<file path="src/rtl/twi_pkg.sv">
package twi_pkg;

  typedef enum logic [2:0] {
    ST_IDLE,
    ST_ADDR,
    ST_RX,
    ST_ACK_OUT,
    ST_TX,
    ST_ACK_IN,
    ST_IGNORE
  } twi_state_e;

  localparam logic [5:0] DEV_ADDR_HI = 6'b011100;
  localparam logic [7:0] PTR_SAT     = 8'h7F;
  localparam logic [7:0] RO_KEY_DEB  = 8'h08;
  localparam logic [7:0] RO_KEY_PRS  = 8'h0C;

  function automatic logic is_read_only(input logic [7:0] a);
    return (a == RO_KEY_DEB) || (a == RO_KEY_PRS);
  endfunction

  function automatic logic [7:0] ptr_after(input logic [7:0] a);
    return (a == PTR_SAT) ? a : a + 8'd1;
  endfunction

endpackage

</file>
<file path="src/rtl/twi_glitch_filter.sv">
module twi_glitch_filter #(
  parameter int SYNC_STAGES = 2,
  parameter int FILT_LEN    = 4
) (
  input  logic clk,
  input  logic rst_n,
  input  logic line_i,
  output logic line_o
);
  localparam int CW = $clog2(FILT_LEN + 1);

  logic [SYNC_STAGES-1:0] sync_q;
  logic [CW-1:0]          cnt_q;
  logic                   sample;

  assign sample = sync_q[SYNC_STAGES-1];

  always_ff @(posedge clk or negedge rst_n) begin
    if (!rst_n) begin
      sync_q <= '1;
      cnt_q  <= '0;
      line_o <= 1'b1;
    end else begin
      sync_q <= {sync_q[SYNC_STAGES-2:0], line_i};
      if (sample != line_o) begin
        if (cnt_q == CW'(FILT_LEN - 1)) begin
          line_o <= sample;
          cnt_q  <= '0;
        end else begin
          cnt_q <= cnt_q + 1'b1;
        end
      end else begin
        cnt_q <= '0;
      end
    end
  end
endmodule

</file>
<file path="src/rtl/twi_bus_monitor.sv">
module twi_bus_monitor (
  input  logic clk,
  input  logic rst_n,
  input  logic scl_f,
  input  logic sda_f,
  output logic scl_rise,
  output logic scl_fall,
  output logic start_det,
  output logic stop_det
);
  logic scl_q, sda_q;

  always_ff @(posedge clk or negedge rst_n) begin
    if (!rst_n) begin
      scl_q <= 1'b1;
      sda_q <= 1'b1;
    end else begin
      scl_q <= scl_f;
      sda_q <= sda_f;
    end
  end

  assign scl_rise  = !scl_q && scl_f;
  assign scl_fall  = scl_q && !scl_f;
  assign start_det = scl_q && scl_f && sda_q && !sda_f;
  assign stop_det  = scl_q && scl_f && !sda_q && sda_f;
endmodule

</file>
<file path="src/rtl/twi_ptr_unit.sv">
module twi_ptr_unit (
  input  logic       clk,
  input  logic       rst_n,
  input  logic       load,
  input  logic [7:0] load_val,
  input  logic       step,
  output logic [7:0] ptr_o
);
  import twi_pkg::*;

  always_ff @(posedge clk or negedge rst_n) begin
    if (!rst_n)    ptr_o <= 8'h00;
    else if (load) ptr_o <= load_val;
    else if (step) ptr_o <= ptr_after(ptr_o);
  end
endmodule

</file>
<file path="src/rtl/twi_regslave.sv">
module twi_regslave #(
  parameter int SYNC_STAGES = 2,
  parameter int FILT_LEN    = 4
) (
  input  logic       clk,
  input  logic       rst_n,
  input  logic       scl_i,
  input  logic       sda_i,
  input  logic       addr_lsb_i,
  output logic       sda_oe_o,
  output logic       wr_valid_o,
  output logic [7:0] wr_addr_o,
  output logic [7:0] wr_data_o,
  output logic [7:0] rd_addr_o,
  input  logic [7:0] rd_data_i,
  output logic       rd_strobe_o
);
  import twi_pkg::*;

  localparam int NLINES = 2;

  logic [NLINES-1:0] raw_lines, filt_lines;
  logic scl_f, sda_f;
  logic scl_rise, scl_fall, start_det, stop_det;

  assign raw_lines = {sda_i, scl_i};

  for (genvar g = 0; g < NLINES; g++) begin : g_filt
    twi_glitch_filter #(.SYNC_STAGES(SYNC_STAGES), .FILT_LEN(FILT_LEN)) u_filt (
      .clk(clk), .rst_n(rst_n), .line_i(raw_lines[g]), .line_o(filt_lines[g])
    );
  end

  assign scl_f = filt_lines[0];
  assign sda_f = filt_lines[1];

  twi_bus_monitor u_mon (
    .clk(clk), .rst_n(rst_n), .scl_f(scl_f), .sda_f(sda_f),
    .scl_rise(scl_rise), .scl_fall(scl_fall),
    .start_det(start_det), .stop_det(stop_det)
  );

  twi_state_e state_q;
  logic [3:0] bitcnt_q;
  logic [6:0] rx_sh_q;
  logic [7:0] tx_sh_q;
  logic       rw_q, cmd_seen_q, ack_drv_q, more_q;
  logic [7:0] ptr;

  logic [7:0] rx_byte;
  logic       bus_evt, byte_done, cmd_take, data_take, rd_load, ptr_step, addr_hit;

  always_comb begin
    rx_byte   = {rx_sh_q, sda_f};
    bus_evt   = start_det || stop_det;
    byte_done = !bus_evt && scl_rise && (bitcnt_q == 4'd7);
    addr_hit  = (rx_byte[7:1] == {DEV_ADDR_HI, addr_lsb_i});
    cmd_take  = (state_q == ST_RX) && byte_done && !cmd_seen_q;
    data_take = (state_q == ST_RX) && byte_done && cmd_seen_q;
    rd_load   = !bus_evt && scl_fall &&
                (((state_q == ST_ACK_OUT) && ack_drv_q && rw_q) ||
                 ((state_q == ST_ACK_IN) && more_q));
    ptr_step  = data_take || rd_load;
  end

  twi_ptr_unit u_ptr (
    .clk(clk), .rst_n(rst_n), .load(cmd_take), .load_val(rx_byte),
    .step(ptr_step), .ptr_o(ptr)
  );

  always_ff @(posedge clk or negedge rst_n) begin
    if (!rst_n) begin
      state_q    <= ST_IDLE;
      bitcnt_q   <= '0;
      rx_sh_q    <= '0;
      tx_sh_q    <= '0;
      rw_q       <= 1'b0;
      cmd_seen_q <= 1'b0;
      ack_drv_q  <= 1'b0;
      more_q     <= 1'b0;
      wr_valid_o <= 1'b0;
      wr_addr_o  <= '0;
      wr_data_o  <= '0;
    end else begin
      wr_valid_o <= 1'b0;
      if (start_det) begin
        state_q    <= ST_ADDR;
        bitcnt_q   <= '0;
        cmd_seen_q <= 1'b0;
        ack_drv_q  <= 1'b0;
      end else if (stop_det) begin
        state_q   <= ST_IDLE;
        ack_drv_q <= 1'b0;
      end else begin
        unique case (state_q)
          ST_ADDR, ST_RX: begin
            if (scl_rise) begin
              rx_sh_q  <= rx_byte[6:0];
              bitcnt_q <= bitcnt_q + 4'd1;
            end
            if (byte_done) begin
              bitcnt_q <= '0;
              if (state_q == ST_ADDR) begin
                if (addr_hit) begin
                  rw_q    <= rx_byte[0];
                  state_q <= ST_ACK_OUT;
                end else begin
                  state_q <= ST_IGNORE;
                end
              end else begin
                state_q <= ST_ACK_OUT;
                if (cmd_take) cmd_seen_q <= 1'b1;
                if (data_take && !is_read_only(ptr)) begin
                  wr_valid_o <= 1'b1;
                  wr_addr_o  <= ptr;
                  wr_data_o  <= rx_byte;
                end
              end
            end
          end
          ST_ACK_OUT: begin
            if (scl_fall) begin
              if (!ack_drv_q) begin
                ack_drv_q <= 1'b1;
              end else begin
                ack_drv_q <= 1'b0;
                bitcnt_q  <= '0;
                if (rw_q) begin
                  tx_sh_q <= rd_data_i;
                  state_q <= ST_TX;
                end else begin
                  state_q <= ST_RX;
                end
              end
            end
          end
          ST_TX: begin
            if (scl_rise) bitcnt_q <= bitcnt_q + 4'd1;
            if (scl_fall) begin
              if (bitcnt_q == 4'd8) begin
                state_q  <= ST_ACK_IN;
                bitcnt_q <= '0;
              end else begin
                tx_sh_q <= {tx_sh_q[6:0], 1'b0};
              end
            end
          end
          ST_ACK_IN: begin
            if (scl_rise) more_q <= !sda_f;
            if (scl_fall) begin
              if (more_q) begin
                tx_sh_q <= rd_data_i;
                state_q <= ST_TX;
              end else begin
                state_q <= ST_IGNORE;
              end
            end
          end
          default: ;
        endcase
      end
    end
  end

  assign sda_oe_o    = ((state_q == ST_ACK_OUT) && ack_drv_q) ||
                       ((state_q == ST_TX) && !tx_sh_q[7]);
  assign rd_addr_o   = ptr;
  assign rd_strobe_o = rd_load;
endmodule

</file>
<file path="config.mk">
export PLATFORM = sky130hd
export DESIGN_NAME = twi_regslave
export DESIGN_NICKNAME = d
export VERILOG_FILES = /design/src/rtl/twi_pkg.sv /design/src/rtl/twi_glitch_filter.sv /design/src/rtl/twi_bus_monitor.sv /design/src/rtl/twi_ptr_unit.sv /design/src/rtl/twi_regslave.sv
export SDC_FILE = /design/constraint.sdc
export NUM_CORES = 1
export LEC_CHECK = 0
export ABC_CLOCK_PERIOD_IN_PS = 6200
export BUFFER_PORTS_ARGS = -buffer_cell sky130_fd_sc_hd__buf_4
export CAP_MARGIN = 20
export CORE_MARGIN = 2
export CORE_UTILIZATION = 45
export CTS_BUF_LIST = sky130_fd_sc_hd__clkbuf_4 sky130_fd_sc_hd__clkbuf_8 sky130_fd_sc_hd__clkbuf_16
export DETAILED_ROUTE_END_ITERATION = 7
export PLACE_DENSITY = 0.69
export SYNTH_ARGS = -nofsm -noshare
export SYNTH_HDL_FRONTEND = slang
export SYNTH_SLANG_ARGS = --single-unit
</file>
<file path="constraint.sdc">
create_clock -name clk -period 6.2 [get_ports clk]
set_input_delay 0.62 -clock clk [delete_from_list [all_inputs] [get_ports clk]]
set_output_delay 0.62 -clock clk [all_outputs]
set_load 0.01 [all_outputs]
</file>
# Yosys cells after proc, flatten, opt, wreduce, memory -nomap -nowiden
# Cells that the tools add are included.
# word_totals
regBits,65
input_bits,13
elab_cells,168
# op_classes
n_addsub,4
n_eq_ne,33
muxes,54
bitwise,3
n_reduce_logical,54
# op_table
operator,n
8-bit 2-to-1 mux,10
3-bit 2-to-1 mux,15
4-bit 2-to-1 mux,8
"4-bit inequality test, second input constant",6
8-bit one-hot mux with 3 select lines,1
"2-bit inequality test, second input constant",10
1-bit logical AND,19
1-bit 2-to-1 mux,17
"8-bit by 4-bit equality test with 1-bit output, second input constant",2
"3-bit by 2-bit equality test with 1-bit output, second input constant",4
3-bit one-hot mux with 4 select lines,1
4-bit one-hot mux with 3 select lines,1
4-bit AND reduction,3
6-bit AND reduction,2
10-bit AND reduction,1
3-bit nonzero test,3
"8-bit by 1-bit adder with 8-bit output, second input constant",1
"8-bit by 7-bit equality test with 1-bit output, second input constant",1
1-bit logical NOT,8
2-bit AND reduction,4
2-bit nonzero test,4
7-bit by 6-bit equality test with 1-bit output,1
7-bit AND reduction,1
"3-bit by 1-bit adder with 3-bit output, second input constant",2
other kinds (14),23

# Longest topological paths before layout
# Gate-level depths: netlist of run 1.
# logic_depth
ltp_word,16
ltp_mapped,8
depth_no_buf,7

# Hierarchy
# Synthesis of run 1 repeated with hierarchy kept, for this count alone.
# unflattened
cells_unflattened,296
area_unflattened_um2,3335.7
# by_module_without_submodules
mod,instances,cells_per_inst,area_per_inst_um2,seq_area_each_um2
twi_regslave,1,211,2313.5,1076.0
twi_ptr_unit,1,53,496.7,200.2
twi_glitch_filter,2,13,220.2,153.9
twi_bus_monitor,1,6,85.1,52.6

# Worst setup path after synthesis of run 1
# No wires, ideal clock.
# synth_timing
path_kind,reg2out
from,register state_q[1]
to,output sda_oe_o
t_arrival_ns,1.413
required_ns,5.580
slack_ns,4.167
stages_incl_launch_ff,4
path_cell_list,dfrtp_1 -> or3b_1 -> buf_1 -> o21ai_0
# synth_between
elab_chain_cells,3
# synth_rtl
item,line,source
"start, declared",twi_regslave.sv:43,twi_state_e state_q;
"start signal, assigned",twi_regslave.sv:73,state_q <= ST_IDLE;
"start signal, assigned",twi_regslave.sv:87,state_q <= ST_ADDR;
"start signal, assigned",twi_regslave.sv:92,state_q <= ST_IDLE;
3-bit by 2-bit equality test with 1-bit output / 3-bit equality test (equally long branches),"twi_regslave.sv:165, twi_regslave.sv:166",
1-bit logical AND (on tied branches),"twi_regslave.sv:165, twi_regslave.sv:166",
1-bit logical OR *,twi_regslave.sv:165,assign sda_oe_o = ((state_q == ST_ACK_OUT) && ack_drv_q) ||
"end, declared",twi_regslave.sv:10,"output logic sda_oe_o,"
# Every way passes the cells marked *; elsewhere a longest branch is shown, timed or not.

# Worst setup path in the final report of run 1
# layout_timing
from,register state_q[2]
to,output sda_oe_o
# Same word-level chain as after synthesis.

==> results of run 1 <==
[power by group through the flow]
stage	clock [W]	combinational [W]	sequential (W)
6_report	0.000357	0.000396	0.000661
3_5_place_dp	0	0.000397	0.000667
4_1_cts	0.000369	0.000397	0.000659
5_1_grt	0.000387	0.000453	0.000683
2_1_floorplan	0	0.000360	0.000604
3_3_place_gp	0	0.000389	0.000662
[cells in the mapped netlist, drive strengths merged (4+ instances only)]
| library cell | instances | area share (%) |
|---|---|---|
| xnor2 | 5 | 1.4 |
| inv | 7 | 0.83 |
| nand2b | 7 | 1.4 |
| buf | 10 | 1.8 |
| a31oi | 4 | 0.79 |
| o21ai | 23 | 3.8 |
| mux2i | 11 | 3.5 |
| nand3 | 4 | 0.63 |
| nand3b | 5 | 1.6 |
| nor2b | 8 | 1.6 |
| nor2 | 13 | 1.9 |
| nor3 | 7 | 1.1 |
| ha | 6 | 2.4 |
| mux2 | 27 | 9.6 |
| nand2 | 26 | 3.1 |
| nand4b | 4 | 1.1 |
| dfrtp | 57 | 45 |
| dfstp | 8 | 6.6 |
| a21oi | 12 | 1.9 |
[sequential cells by signal, indices dropped and copies added, names as in the netlist]
register	flops
tx_sh_q	8
u_ptr.ptr_o	8
wr_addr_o	8
wr_data_o	8
rx_sh_q	7
g_filt.u_filt.cnt_q	6
bitcnt_q	4
g_filt.u_filt.sync_q	4
state_q	3
g_filt.u_filt.line_o	2
ack_drv_q	1
cmd_seen_q	1
more_q	1
rw_q	1
u_mon.scl_q	1
u_mon.sda_q	1
wr_valid_o	1
[worst register-to-register path, delay by kind of cell, from the launching register on]
kind             cells  cell delay (ns)
and+or+nand+nor      3             1.51
DFF                  1             0.62
muxes                1             0.41
[final timing paths]
path	cells after the start	end	startpoint
max reg2reg	4	u_ptr.ptr_o[7]$_DFFE_PN0P_	g_filt[0].u_filt.line_o$_DFFE_PN1P_
max in group asynchronous	1	u_ptr.ptr_o[6]$_DFFE_PN0P_	rst_n
min	1	state_q[1]$_DFFE_PN0P_	rst_n
min reg2reg	0	g_filt[0].u_filt.sync_q[1]$_DFF_PN1_	g_filt[0].u_filt.sync_q[0]$_DFF_PN1_
min in group clk	0	g_filt[0].u_filt.sync_q[1]$_DFF_PN1_	g_filt[0].u_filt.sync_q[0]$_DFF_PN1_
max	3	sda_oe_o	state_q[2]$_DFFE_PN0P_
[layer usage]
| metal | track usage [%] | vias up | part of all wire [%] |
|---|---|---|---|
| li1 | - | 1099 | - |
| met1 | 24.0 | 1072 | 47 |
| met2 | 26.4 | 55 | 46 |
| met3 | 3.96 | 13 | 4.8 |
| met4 | 8.39 | 0 | 2.1 |
| met5 | 0 | - | 0 |
[through the flow]
step	setup WS, ns	area (µm²)	hold slack [ns]
after floorplan	4.17	3170	0.324
after global placement	3.60	3530	0.346
after detailed placement	3.55	3530	0.351
after CTS	3.54	3730	0.361
after global routing	3.24	3730	0.364
final	3.54	3730	0.357
[cell families after synthesis]
| kind of cell | count (synthesis) |
|---|---|
| AOI/OAI and AO/OA | 60 |
| xor gates and xnor gates | 7 |
| adders and majority gates | 6 |
| buffers and inverters | 17 |
| DFF | 65 |
| muxes | 38 |
| and+or+nand+nor | 91 |
[final cells by class]
class,instances,area share [%]
inverters,7,0.705
multi-input cells,202,38.9
repair buffers,39,7.86
clock inverters,5,1.48
flip-flops and latches,65,43.9
clock buffers,11,3.90
well taps,96,3.22
[cells in the final DEF (no fill, tap or decap), types with 2 or more instances in the layout]
cell type   instances
o21a_1              2
or3_1               2
nand3_1             4
xnor2_1             5
o21ai_0             7
and3_1              2
a21o_1              2
o22a_1              2
clkbuf_8           10
mux2_2             14
clkinv_2            2
a31oi_1             4
dfrtp_1            57
nor2_1             11
inv_1               7
a21oi_1            12
nor2b_1             8
mux2i_1            11
nor3b_1             2
dfstp_2             8
nand2_1            26
nand2b_1            7
nand3b_1            4
ha_1                6
nand4b_1            4
xor2_1              2
buf_4              39
nor3_1              7
clkinvlp_4          2
o31ai_1             2
or2_1               2
mux2_1             13
o21ai_1            15
==> impl_metrics.json, run 1 <==
{
  "status": "finished, final reports clean",
  "overflow": 0,
  "rsz0062_at_grt": "false",
  "critical_path_buf_inv_count": 1,
  "die_w_um": 87.9,
  "vias": 2239,
  "ant_nets": 0,
  "nNetsFinal": 343,
  "postCtsSetupBuffers": 0,
  "synth_fa_ha_area_share_pct": 2.37,
  "final_util_pct": 54.8,
  "area_delta_synth_final_pct": 17.6,
  "hpwl_um": 4140,
  "core_um2": 6790,
  "synth_cells": 284,
  "combPwrFrac_pct": 28.0,
  "max_stage_delay_ns": 0.66,
  "cp_top_family": "simple AND/OR/NAND/NOR gates",
  "rows": 30,
  "place_inst": 409,
  "critical_path_arrival_ns": 2.04,
  "cts.repair.resized": 0,
  "ctsLongestPathBuffers": 2,
  "initial_core_util_pct": 46.6,
  "p_seq_share_pct": 46.7,
  "drcViolationCount": 0,
  "synthXorXnorAreaFrac_pct": 1.93,
  "finalClockSkew_ns": 0.00705,
  "multi_input_area_um2": 1450,
  "ioPinCount": 40,
  "routed_wl_um": 6050,
  "finalPower_w": 0.00142,
  "timing.fmax_ghz": 0.376,
  "synth_seq_cells": 65,
  "synth-seq-area-share_pct": 51.6,
  "ys.flop_type": "dfrtp_1",
  "cts_tree": "built",
  "cp_max_fo": 14,
  "setup_tns_ns": 0,
  "synthSimpleGateAreaFrac_pct": 16.3,
  "cp-end-kind": "primary output",
  "p_clk_share_pct": 25.2,
  "vdd_ir_drop_max_uv": 183,
  "stdcell_count": 425,
  "synth_compound_area_share_pct": 12.0,
  "synthMuxAreaShare_pct": 13.1,
  "critical_path_class": "flip-flop to primary output",
  "drive_gt1_share_pct": 25.8,
  "critPathRequiredTime_ns": 5.58,
  "p_int_w": 0.000928,
  "gp_congestion": 0.884,
  "slowest_stage": "or3b_1",
  "grt_pass1_wl_um": 10400,
  "tightestPinTransition_ns": 0.854,
  "grt_start_max_net_pins": 66,
  "clockRootBuffer": "clkbuf_8",
  "p_per_area_nw_per_um2": 380,
  "power_switching_w": 0.000487,
  "synth_edf_count": 0,
  "report.final.slew_viol_count": 0,
  "fillers": 604,
  "antenna_cells": 0,
  "clkTransAtPathRegs_ns": 0.07,
  "finalHoldViolCount": 0,
  "syn_nets": 303,
  "avgSynthCellArea_um2": 11.2,
  "fin_crit_ns": 2.66,
  "swShare_pct": 34.4,
  "htreeDepth": 3,
  "numCtsBuffers": 9,
  "syn-cell-area_um2": 3170,
  "dieHeight_um": 87.9,
  "hold_class": "input pin to asynchronous set/reset pin",
  "vias_per_cell": 5.27,
  "leakage_nw": 1.78,
  "maxCapViolCount": 0,
  "ys_types": 58,
  "crit_chain": "or3b_1, o21ai_0, buf_4",
  "grt_pass1_vias": 2167,
  "reg2reg_slack_ns": 3.55,
  "portBuffers": 39,
  "drt_first_pass_iters": 5,
  "finalCritPeriodShare_pct": 42.9,
  "wl_per_cell_um": 14.2,
  "async_flop_share_pct": 100,
  "seq_area_um2": 1640,
  "yosysWarningCount": 0,
  "cts_hold_buf": 0,
  "slew_headroom_pct": 42.9,
  "clock_latency_ns": 0.34,
  "grt_usage_pct": 17.5,
  "setup_viol": 0,
  "antenna_found_initial": 0,
  "numClockSinks": 65,
  "cp-start-kind": "flip-flop",
  "synth_top_family_by_area": "simple AND/OR/NAND/NOR gates",
  "dieArea_um2": 7730,
  "dr.first_iter.drc_count": 181
}
Power figures use the tool's default switching activity.
==> run 2, diff against run 1 <==
--- a/config.mk
+++ b/config.mk
@@ -5,14 +5,14 @@
 export SDC_FILE = /design/constraint.sdc
 export NUM_CORES = 1
 export LEC_CHECK = 0
-export ABC_CLOCK_PERIOD_IN_PS = 6200
+export ABC_CLOCK_PERIOD_IN_PS = 2300
 export BUFFER_PORTS_ARGS = -buffer_cell sky130_fd_sc_hd__buf_4
 export CAP_MARGIN = 20
 export CORE_MARGIN = 2
 export CORE_UTILIZATION = 45
 export CTS_BUF_LIST = sky130_fd_sc_hd__clkbuf_4 sky130_fd_sc_hd__clkbuf_8 sky130_fd_sc_hd__clkbuf_16
 export DETAILED_ROUTE_END_ITERATION = 7
-export PLACE_DENSITY = 0.69
+export PLACE_DENSITY = 0.71
 export SYNTH_ARGS = -nofsm -noshare
 export SYNTH_HDL_FRONTEND = slang
 export SYNTH_SLANG_ARGS = --single-unit
==> constraint.sdc (replaced) <==
create_clock -name clk -period 2.3 [get_ports clk]
set_input_delay 0.23 -clock clk [delete_from_list [all_inputs] [get_ports clk]]
set_output_delay 0.23 -clock clk [all_outputs]
set_load 0.01 [all_outputs]
==> run 2 against run 1 <==
- the run now ends with hold timing left
- register-to-register slack lost 3.3 ns
- critical path type unchanged
- via count is 2.3% higher
- sequential share of layout area down 0.97 points
- critical endpoint unchanged
- first-iteration DRC count down 28%
- die area unchanged
- sequential cell count unchanged
- core utilization up 1.2 points
- final area grew 2.2%
- cell count rose by 2.6%
==> impl_metrics.json, run 2 (same netlist as run 1, synthesis figures left out) <==
{
  "status": "finished with violations",
  "violations": "hold timing",
  "swShare_pct": 33.6,
  "clockRootBuffer": "clkbuf_8",
  "route.met3.wl_um": 261,
  "report.final.slew_viol_count": 0,
  "clock_latency_ns": 0.34,
  "grt_usage_pct": 17.6,
  "layout_commonest_cell": "dfrtp_1",
  "vias": 2290,
  "area_delta_synth_final_pct": 20.2,
  "grt_start_max_net_pins": 66,
  "fillers": 597,
  "gp_congestion": 0.930,
  "cpMostUsedCell": "buf_4",
  "critical_path_buf_inv_count": 2,
  "wl_per_cell_um": 14.3,
  "reg2reg_from": "bitcnt_q[0]$_DFFE_PN0P_",
  "highest_layer": "met4",
  "p_int_w": 0.00258,
  "nNetsFinal": 354,
  "numCtsBuffers": 9,
  "dieHeight_um": 87.9,
  "rsz0062_at_grt": "false",
  "cp_top_family": "flip-flops",
  "drive_gt1_share_pct": 27.6,
  "holdWs_ns": -0.0322,
  "pre_cts_ws_ns": 0.292,
  "grt_pass1_wl_um": 10500,
  "vias_per_cell": 5.25,
  "finalPower_w": 0.00388,
  "cp_max_fo": 15,
  "cp-end-kind": "primary output",
  "p_per_area_nw_per_um2": 1020,
  "fin_crit_ns": 2.14,
  "drcViolationCount": 0,
  "p_seq_share_pct": 45.3,
  "finalHoldViolCount": 25,
  "hold_class": "input pin to asynchronous set/reset pin",
  "p_clk_share_pct": 24.9,
  "ioPinCount": 40,
  "portBuffers": 39,
  "antenna_found_initial": 0,
  "cp-startpoint": "state_q[1]$_DFFE_PN0P_",
  "dr.first_iter.drc_count": 131,
  "timing.fmax_ghz": 0.468,
  "critPathRequiredTime_ns": 2.07,
  "finalClockSkew_ns": 0.00710,
  "power_switching_w": 0.00131,
  "rr_endpoint": "wr_addr_o[4]$_DFFE_PN0P_",
  "reg2reg_slack_ns": 0.29,
  "critical_path_arrival_ns": 1.91,
  "routed_wl_um": 6240,
  "clkTransAtPathRegs_ns": 0.07,
  "initial_core_util_pct": 46.6,
  "drt_first_pass_iters": 6,
  "timing.final.ws_setup_ns": 0.162,
  "critical_path_class": "flip-flop to primary output",
  "setup_viol": 0,
  "vdd_ir_drop_max_uv": 426,
  "rows": 30,
  "htreeDepth": 3,
  "antenna_cells": 0,
  "layout_common_cells": "57 x dfrtp_1, 48 x buf_4, 26 x nand2_1",
  "core_um2": 6790,
  "ctsLongestPathBuffers": 2,
  "hpwl_um": 4330,
  "maxCapViolCount": 0,
  "leakage_nw": 1.84,
  "dr_wl_met2_um": 2840,
  "cts.repair.resized": 0,
  "finalCritPeriodShare_pct": 92.9,
  "met1Wirelength_um": 2990,
  "combPwrFrac_pct": 29.8,
  "final_util_pct": 56.1,
  "crit_chain": "or3b_1, buf_4, o21ai_0, buf_4",
  "numClockSinks": 65,
  "overflow": 0,
  "grt_pass1_vias": 2271,
  "rr_worst_depth": 6,
  "dieArea_um2": 7730,
  "slowest_stage": "dfrtp_1",
  "max_stage_delay_ns": 0.53,
  "setup_tns_ns": 0,
  "cp-start-kind": "flip-flop",
  "slew_headroom_pct": 46.2,
  "ant_nets": 0,
  "cts_tree": "built",
  "die_w_um": 87.9,
  "tightestPinTransition_ns": 0.807
}
[run 2: changes by cell type in the layout (fill, tap and decap cells not counted)]
cell / before / now
dlygate4sd3_1: 0 / 2
clkbuf_8: 10 / 9
clkinv_2: 2 / 1
clkbuf_4: 1 / 4
buf_4: 39 / 48
clkinvlp_4: 2 / 1
[run 2: how the worst max path moves through the flow]
stage | endpoint | cells past startpoint
2_1_floorplan | wr_addr_o[3]$_DFFE_PN0P_ | 7
4_1_cts | sda_oe_o | 4
3_5_place_dp | state_q[1]$_DFFE_PN0P_ | 7
3_3_place_gp | state_q[1]$_DFFE_PN0P_ | 7
5_1_grt | sda_oe_o | 4
6_report | sda_oe_o | 4
[run 2: power by group through the flow]
stage / combinational (W) / sequential [W] / clock, W
2_1_floorplan: 0.000971 / 0.00163 / 0
3_3_place_gp: 0.00115 / 0.00175 / 0
3_5_place_dp: 0.00116 / 0.00177 / 0
4_1_cts: 0.00117 / 0.00175 / 0.000997
5_1_grt: 0.00131 / 0.00181 / 0.00104
6_report: 0.00116 / 0.00176 / 0.000967
[run 2: timing repair]
| action | in CTS | in global routing |
|---|---|---|
| endpoints found under the hold margin | 2 | 0 |
| buffers inserted | 0 | 0 |
| hold buffers | 2 | 0 |
[run 2: routing by layer]
| layer | vias to the layer above | GRT usage, % |
|---|---|---|
| met5 | - | 0 |
| met4 | 0 | 9.79 |
| met3 | 14 | 3.96 |
| met2 | 62 | 26.7 |
| met1 | 1091 | 23.6 |
| li1 | 1123 | - |
[run 2: area by class of cell]
cell class / instances / area (µm²) / area share [%]
flip-flops and latches: 65 / 1640 / 43.0
multi-input cells: 202 / 1450 / 38.1
repair buffers: 50 / 380 / 9.98
clock buffers: 13 / 154 / 4.04
well taps: 96 / 120 / 3.15
clock inverters: 3 / 42.5 / 1.12
inverters: 7 / 26.3 / 0.690
[run 2: through the flow]
step                      instance area, µm²  std cells
after global placement                  3590        418
after CTS                               3810        436
after global routing                    3810        436
after floorplan                         3170        284
after detailed placement                3590        418
final                                   3810        436
==> run 3, diff against run 2 <==
--- a/config.mk
+++ b/config.mk
@@ -5,10 +5,10 @@
 export SDC_FILE = /design/constraint.sdc
 export NUM_CORES = 1
 export LEC_CHECK = 0
-export ABC_CLOCK_PERIOD_IN_PS = 2300
+export ABC_CLOCK_PERIOD_IN_PS = 1900
 export BUFFER_PORTS_ARGS = -buffer_cell sky130_fd_sc_hd__buf_4
 export CAP_MARGIN = 20
-export CORE_MARGIN = 2
+export CORE_MARGIN = 8
 export CORE_UTILIZATION = 45
 export CTS_BUF_LIST = sky130_fd_sc_hd__clkbuf_4 sky130_fd_sc_hd__clkbuf_8 sky130_fd_sc_hd__clkbuf_16
 export DETAILED_ROUTE_END_ITERATION = 7
==> constraint.sdc (replaced) <==
create_clock -name clk -period 1.9 [get_ports clk]
set_input_delay 0.19 -clock clk [delete_from_list [all_inputs] [get_ports clk]]
set_output_delay 0.19 -clock clk [all_outputs]
set_load 0.01 [all_outputs]
==> run 3 against run 2 <==
- largest power group unchanged
- core utilization rose by 4.3 points
- first-iteration DRC count down 37%
- via count is 4.8% higher
- sequential share of layout area shrank 3.1 points
- sequential power grew 12%
- hold slack improved by 0.14 ns
- power is 34% higher
- global-route usage shrank 3.3 points
- the run now ends clean
- non-clock buffer count grew 27
- register-to-register slack worse by 0.21 ns
==> impl_metrics.json, run 3 (same netlist as run 1, synthesis figures left out) <==
{
  "ctsLongestPathBuffers": 2,
  "drcViolationCount": 0,
  "setup_tns_ns": 0,
  "setup_viol": 0,
  "multi_input_area_um2": 1490,
  "fillers": 553,
  "hold_class": "input pin to flip-flop",
  "area_delta_synth_final_pct": 29.5,
  "fin_crit_ns": 1.83,
  "met1Wirelength_um": 3170,
  "seq_area_um2": 1640,
  "drt_first_pass_iters": 4,
  "numCtsBuffers": 9,
  "die_w_um": 99.9,
  "htreeDepth": 3,
  "critPathRequiredTime_ns": 1.71,
  "core_um2": 6790,
  "status": "finished, final reports clean",
  "grt_pass1_vias": 2375,
  "critical_path_arrival_ns": 1.64,
  "cp-start-kind": "flip-flop",
  "finalClockSkew_ns": 0.00714,
  "antenna_found_initial": 0,
  "finalPower_w": 0.00520,
  "route.met3.wl_um": 363,
  "cp_max_fo": 9,
  "initial_core_util_pct": 46.6,
  "rsz0062_at_grt": "true",
  "cts_tree": "built",
  "drive_gt1_share_pct": 34.3,
  "critical_path_class": "flip-flop to primary output",
  "rr_endpoint": "wr_addr_o[2]$_DFFE_PN0P_",
  "dr.first_iter.drc_count": 82,
  "hold_end": "tx_sh_q[0]$_DFFE_PN0P_",
  "routed_wl_um": 6930,
  "grt_start_max_net_pins": 66,
  "dieArea_um2": 9980,
  "rows": 30,
  "vias_per_cell": 5.18,
  "highest_layer": "met4",
  "hpwl_um": 4880,
  "wl_per_cell_um": 15.0,
  "clkTransAtPathRegs_ns": 0.07,
  "final_util_pct": 60.4,
  "layout_commonest_cell": "buf_4",
  "reg2reg_from": "u_ptr.ptr_o[0]$_DFFE_PN0P_",
  "report.final.slew_viol_count": 0,
  "antenna_cells": 0,
  "timing.fmax_ghz": 0.547,
  "tightestPinTransition_ns": 0.815,
  "p_per_area_nw_per_um2": 1270,
  "vias": 2399,
  "leakage_nw": 2.01,
  "rr_worst_depth": 7,
  "portBuffers": 39,
  "hold_depth": 3,
  "cp-startpoint": "state_q[1]$_DFFE_PN0P_",
  "numClockSinks": 65,
  "slew_headroom_pct": 45.6,
  "nNetsFinal": 381,
  "min_from": "rd_data_i[0]",
  "cp-end-kind": "primary output",
  "maxCapViolCount": 0,
  "overflow": 0,
  "dr_wl_met2_um": 3290,
  "layout_common_cells": "70 x buf_4, 57 x dfrtp_1, 26 x nand2_1",
  "vdd_ir_drop_max_uv": 597,
  "finalHoldViolCount": 0,
  "reg2reg_slack_ns": 0.08,
  "grt_usage_pct": 14.4,
  "clockRootBuffer": "clkbuf_8",
  "clock_latency_ns": 0.35,
  "dieHeight_um": 99.9,
  "ioPinCount": 40,
  "gp_congestion": 0.884,
  "ant_nets": 0,
  "holdWs_ns": 0.111,
  "finalCritPeriodShare_pct": 96.2,
  "grt_pass1_wl_um": 11500
}
## run 3: layer usage
metal,global-route usage (%),vias to the layer above
met5,0,-
met4,6.75,0
met1,17.3,1164
li1,-,1173
met2,22.2,53
met3,5.26,9
## run 3: worst max-delay path by stage
stage	end	slack, ns	cells after the start
finish	sda_oe_o	0.07	4
global route	state_q[1]$_DFFE_PN0P_	-0.02	7
CTS	sda_oe_o	0.009	4
detailed placement	wr_data_o[2]$_DFFE_PN0P_	0.02	6
global placement	state_q[1]$_DFFE_PN0P_	0.08	7
floorplan	state_q[1]$_DFFE_PN0P_	-0.04	7
## run 3: power by group
group	internal, W	total (W)	switching, W
Combinational	0.000958	0.00191	0.000947
Clock	0.000749	0.00132	0.000571
Sequential	0.00174	0.00198	0.000243
## run 3: repair_timing
item	4_1_cts	5_1_grt
buffers inserted	0	5
cloned	0	0
pin swaps	1	3
hold buffers	3	0
resized for setup	3	6
hold endpoints to repair	59	0
endpoints found under the setup margin	2	27
## run 3: through the flow
step                      worst slack, ns  area, µm²  std cells
final                              0.0717       4110        463
after floorplan                   -0.0383       3190        284
after global routing              -0.0165       4110        463
after detailed placement           0.0229       3780        439
after global placement             0.0761       3780        439
after CTS                         0.00915       4040        458
## run 3: cell type report
type | count | area share, %
Inverter | 7 | 0.640
Clock inverter | 7 | 2.44
Timing Repair Buffer | 77 | 14.8
Multi-Input combinational cell | 202 | 36.3
Clock buffer | 9 | 3.02
Tap cell | 96 | 2.93
Sequential cell | 65 | 39.9
## run 3: worst max-delay path, cell delays in order (launching register included)
cell and delay [ns]:
dfrtp_1 0.39, or3b_4 0.45, buf_6 0.17, o21ai_0 0.14, buf_4 0.14
